## src/rtl/freeze_ctrl_bank.sv

```systemverilog
module freeze_ctrl_bank #(
  parameter int DW = 8,
  parameter int AW = 8,
  parameter int NVOL = 8,
  parameter int NMIX = 4,
  parameter logic [AW-1:0] CTRL_ADDR = 8'h0E,
  parameter logic [AW-1:0] FRZ_BASE = 8'h0F
) (
  input  logic             clk,
  input  logic             rst_n,
  input  logic             wr_en,
  input  logic [AW-1:0]    addr,
  input  logic [DW-1:0]    wdata,
  output logic [DW-1:0]    rdata,
  output logic [NVOL*DW-1:0] vol_o,
  output logic [DW-1:0]    inv_o,
  output logic [NMIX*DW-1:0] mix_o,
  output logic             freeze_o,
  output logic             filt_slow_o,
  output logic             hpf_hold_o,
  output logic             codec_master_o,
  output logic             aux_master_o
);
  localparam int NFRZ = NVOL + 1 + NMIX;
  localparam int INV_IDX = NVOL;
  localparam int MIX_IDX = NVOL + 1;
  localparam int NCTL = 5;

  logic [NCTL-1:0] ctrl, ctrl_nxt;
  logic [DW-1:0]   stg [NFRZ];
  logic [DW-1:0]   act [NFRZ];

  assign ctrl_nxt = (wr_en && addr == CTRL_ADDR) ? wdata[NCTL-1:0] : ctrl;

  always_ff @(posedge clk or negedge rst_n)
    if (!rst_n) ctrl <= '0;
    else        ctrl <= ctrl_nxt;

  for (genvar i = 0; i < NFRZ; i++) begin : g_reg
    localparam logic [AW-1:0] A_I = FRZ_BASE + AW'(i);
    logic [DW-1:0] nxt;
    assign nxt = (wr_en && addr == A_I) ? wdata : stg[i];
    always_ff @(posedge clk or negedge rst_n)
      if (!rst_n) begin
        stg[i] <= '0;
        act[i] <= '0;
      end else begin
        stg[i] <= nxt;
        if (!ctrl_nxt[0]) act[i] <= nxt;
      end
  end

  for (genvar k = 0; k < NVOL; k++) begin : g_vol
    assign vol_o[k*DW +: DW] = act[k];
  end
  for (genvar k = 0; k < NMIX; k++) begin : g_mix
    assign mix_o[k*DW +: DW] = act[MIX_IDX + k];
  end
  assign inv_o = act[INV_IDX];

  assign freeze_o       = ctrl[0];
  assign filt_slow_o    = ctrl[1];
  assign hpf_hold_o     = ctrl[2];
  assign codec_master_o = ctrl[3];
  assign aux_master_o   = ctrl[4];

  always_comb begin
    rdata = '0;
    if (addr == CTRL_ADDR) rdata = DW'(ctrl);
    for (int i = 0; i < NFRZ; i++)
      if (addr == FRZ_BASE + AW'(i)) rdata = stg[i];
  end
endmodule


```

## config.mk

```make
export PLATFORM = sky130hd
export DESIGN_NAME = freeze_ctrl_bank
export DESIGN_NICKNAME = d
export VERILOG_FILES = /design/src/rtl/freeze_ctrl_bank.sv
export SDC_FILE = /design/constraint.sdc
export NUM_CORES = 1
export LEC_CHECK = 0
export BUFFER_PORTS_ARGS = -buffer_cell sky130_fd_sc_hd__buf_4
export CAP_MARGIN = 20
export CORE_MARGIN = 1.5
export CORE_UTILIZATION = 40
export CTS_CLUSTER_DIAMETER = 30
export DETAILED_ROUTE_END_ITERATION = 7
export PLACE_DENSITY = 0.64
export SYNTH_ARGS = -nofsm -noshare
export SYNTH_HDL_FRONTEND = slang
export SYNTH_SLANG_ARGS = --single-unit
```

## constraint.sdc

```tcl
create_clock -name clk -period 7.5 [get_ports clk]
set_input_delay 1.125 -clock clk [delete_from_list [all_inputs] [get_ports clk]]
set_output_delay 1.125 -clock clk [all_outputs]
set_load 0.1 [all_outputs]
```

==> flow_metrics.env <==
export IMPL_diodes=0
export IMPL_drv_slew=0
export IMPL_core_area_um2=22850
export IMPL_setup_violations_final=0
export IMPL_num_nets_final=837
export IMPL_crit_cells=6
export IMPL_power_density_nw_per_um2=294.3
export IMPL_synth_compound_area_share_pct=5.580
export IMPL_ys_seq_elements=213
export IMPL_clock_insertion_delay_worst_skew_ns=0.51
export IMPL_cp_end_kind="output port"
export IMPL_synth_mux_area_fraction_pct=28.34
export IMPL_layout_drive_gt1_share_pct=50.53
export IMPL_routabilityCongestion=0.9008
export IMPL_max_freq_mhz=203.7
export IMPL_n_fill_cell=1975
export IMPL_reg2reg_setup_slack_ns=5.19
export IMPL_p_total_mw=3.557
export IMPL_clk_pin_slew_ns=0.05
export IMPL_clock_sinks=213
export IMPL_worstSetupStartpointType="input port"
export IMPL_synth_warnings=0
export IMPL_vias_per_cell=5.310
export IMPL_hold_depth=1
export IMPL_syn_cell_area_um2=9373
export IMPL_crit_buf_inv=2
export IMPL_post_cts_buffers=0
export IMPL_critPathTopFamily="simple AND/OR/NAND/NOR gates"
export IMPL_synthFlopType="dfrtp_1"
export IMPL_start_util_pct=41.02
export IMPL_antenna_found_initial=0
export IMPL_finalCriticalPeriod_ns=4.910
export IMPL_cts_buffers_inserted=41
export IMPL_synth_xor_area_share_pct=0
export IMPL_leakage_nw=6.050
export IMPL_dpl_hpwl_um=16700
export IMPL_synthAdderAreaFrac_pct=0
export IMPL_rr_worst_depth=3
export IMPL_min_period_over_period_pct=65.46
export IMPL_die_x_um=156.1
export IMPL_row_count=55
export IMPL_grtUsageTotal_pct=21.09
export IMPL_ys_async_sr_fraction_pct=100.0
export IMPL_fin_skew_ns=0.008731
export IMPL_hold_viol=0
export IMPL_drc=0
export IMPL_critPathArrivalTime_ns=3.78
export IMPL_worstSetupPathType="input port to output port"
export IMPL_hold_buffers=0
export IMPL_ant_nets=0
export IMPL_syn_nets=697
export IMPL_grt_max_degree=129
export IMPL_slowest_delay_ns=0.81
export IMPL_min_path_type="flip-flop to flip-flop"
export IMPL_ys_seq_area_share_pct=56.87
export IMPL_worst_pin_slew_ns=0.9921
export IMPL_synth_simple_area_share_pct=6.835
export IMPL_cts_buffer_depth=3
export IMPL_synth_edff_count=0
export IMPL_grt_pass1_wl_um=38530
export IMPL_dr_pass1_iters=5
export IMPL_tritoncts="yes"
export IMPL_routedWlPerCell_um=21.62
export IMPL_holdWs_ns=0.4820
export IMPL_ios=136
export IMPL_syn_to_final_growth_pct=28.95
export IMPL_vias=6170
export IMPL_rsz0062_at_grt="false"
export IMPL_htree_levels=2
export IMPL_netlist_instances=678
export IMPL_tns_ns=0
export IMPL_crit_path_max_fanout=15
export IMPL_port_buffers=135
export IMPL_cp_common_cell="buf_4"
export IMPL_cts_resized_gates=0
export IMPL_cts_root_buffer="clkbuf_16"
export IMPL_max_slew_margin_pct=32.44
export IMPL_drv_cap=0
export IMPL_status="finished, final reports clean"
export IMPL_die_h_um=156.1
export IMPL_synth_area_per_cell_um2=13.82
export IMPL_drt_wl_total_um=25120
export IMPL_dieArea_um2=24360
export IMPL_dr_first_iter_drc_count=467
export IMPL_synth_cell_type_count=59
export IMPL_grt_pass1_vias=6303
export IMPL_critPathSlowestCell="or4b_1"
export IMPL_cp_required_ns=6.38
export IMPL_ir_drop_uv=166.2
export IMPL_cp_cell_sequence="buf_4 -> or4b_1 -> nor3b_4 -> a221oi_1 -> or4_1 -> buf_4"
export IMPL_globalRouteOverflowTotal=0
export IMPL_synth_top_family_by_area="multiplexers"
==> synth_stat cells, types with 3 or more instances <==
cell type  count  area, µm²
dfrtp_1      213       5330
mux2_2       189       2128
nand2_1       23      86.33
o21ai_0       23      115.1
mux2_1        22      247.7
clkbuf_1      20      75.07
mux2i_1       16      160.2
a21oi_1       13      65.06
buf_2         13      65.06
nor2_1        13      48.80
nor2b_1       10      62.56
nand2b_1       8      50.05
nand3_1        8      40.04
buf_4          7      52.55
inv_1          5      18.77
mux2_4         5      75.07
nand3_2        5      50.05
nor3_1         5      25.02
a211oi_1       4      30.03
a221oi_1       4      35.03
nor2_4         4      45.04
nor3b_1        4      30.03
o22ai_1        4      25.02
or2_2          4      25.02
a31oi_1        3      18.77
a32oi_1        3      26.28
buf_1          3      11.26
nor2_2         3      18.77
o21a_1         3      22.52
==> metrics by stage <==
| stage | setup slack [ns] | instances | utilization (%) | cell area, µm² |
|---|---|---|---|---|
| 2_1_floorplan | 0.6151 | 678 | - | 9373 |
| 3_3_place_gp | 2.612 | 1086 | 46.52 | 10630 |
| 3_5_place_dp | 2.607 | 1086 | 46.52 | 10630 |
| 4_1_cts | 2.596 | 1160 | 52.66 | 12030 |
| 5_1_grt | 2.487 | 1162 | 52.90 | 12090 |
| 6_report | 2.590 | 1162 | 52.90 | 12090 |
==> power breakdown <==
group	switching [mW]	leakage [nW]	total (mW)	internal, mW
Sequential	0.0370	2.94	1.25	1.21
Clock	0.624	0.679	1.83	1.21
Combinational	0.359	2.43	0.477	0.118
==> per-layer routing <==
| metal | GRT usage, % | vias up | share of wire, % |
|---|---|---|---|
| met3 | 4.583 | 33 | 6.9 |
| li1 | - | 2762 | - |
| met4 | 5.986 | 0 | 1.8 |
| met2 | 30.07 | 236 | 43 |
| met5 | 0 | - | 0 |
| met1 | 32.02 | 3139 | 48 |
==> cell type report <==
| cell class | count | area, µm² | share of cell area [%] |
|---|---|---|---|
| repair buffers | 140 | 1110 | 9.182 |
| clock inverters | 30 | 346.6 | 2.867 |
| flip-flops and latches | 213 | 5330 | 44.10 |
| multi-input cells | 417 | 3832 | 31.71 |
| inverters | 5 | 18.77 | 0.1553 |
| clock buffers | 44 | 1057 | 8.747 |
| well taps | 313 | 391.6 | 3.240 |
==> registers in the layout (all words and copies together), names as in the netlist <==
register / cells
ctrl: 5
inv_o: 8
mix_o: 32
stg: 104
vol_o: 64
==> cells in the final DEF (no fill, tap or decap), types with 6 or more instances in the layout <==
master,n
a21oi_1,13
buf_4,136
clkbuf_16,41
clkinv_4,6
dfrtp_1,213
inv_6,8
mux2_1,22
mux2_2,189
mux2i_1,15
nand2_1,23
nand2b_1,8
nand3_1,8
nor2_1,13
nor2b_1,10
o21ai_0,23
==> worst paths after layout <==
check	from	endpoint
min in group asynchronous	rst_n	vol_o[32]$_DFFE_PN0N_
setup / recovery	addr[5]	rdata[7]
hold reg to reg	vol_o[1]$_DFFE_PN0N_	vol_o[1]$_DFFE_PN0N_
setup reg to reg	ctrl[0]$_DFF_PN0_	vol_o[26]$_DFFE_PN0N_
max in group asynchronous	rst_n	vol_o[40]$_DFFE_PN0N_
hold / removal	vol_o[1]$_DFFE_PN0N_	vol_o[1]$_DFFE_PN0N_
==> cells by family after synthesis <==
| kind of cell | after synthesis |
|---|---|
| and+or+nand+nor | 104 |
| DFF | 213 |
| muxes | 234 |
| AOI/OAI and AO/OA | 79 |
| buffers and inverters | 48 |
Note: power is estimated with default switching activity, not from simulation.
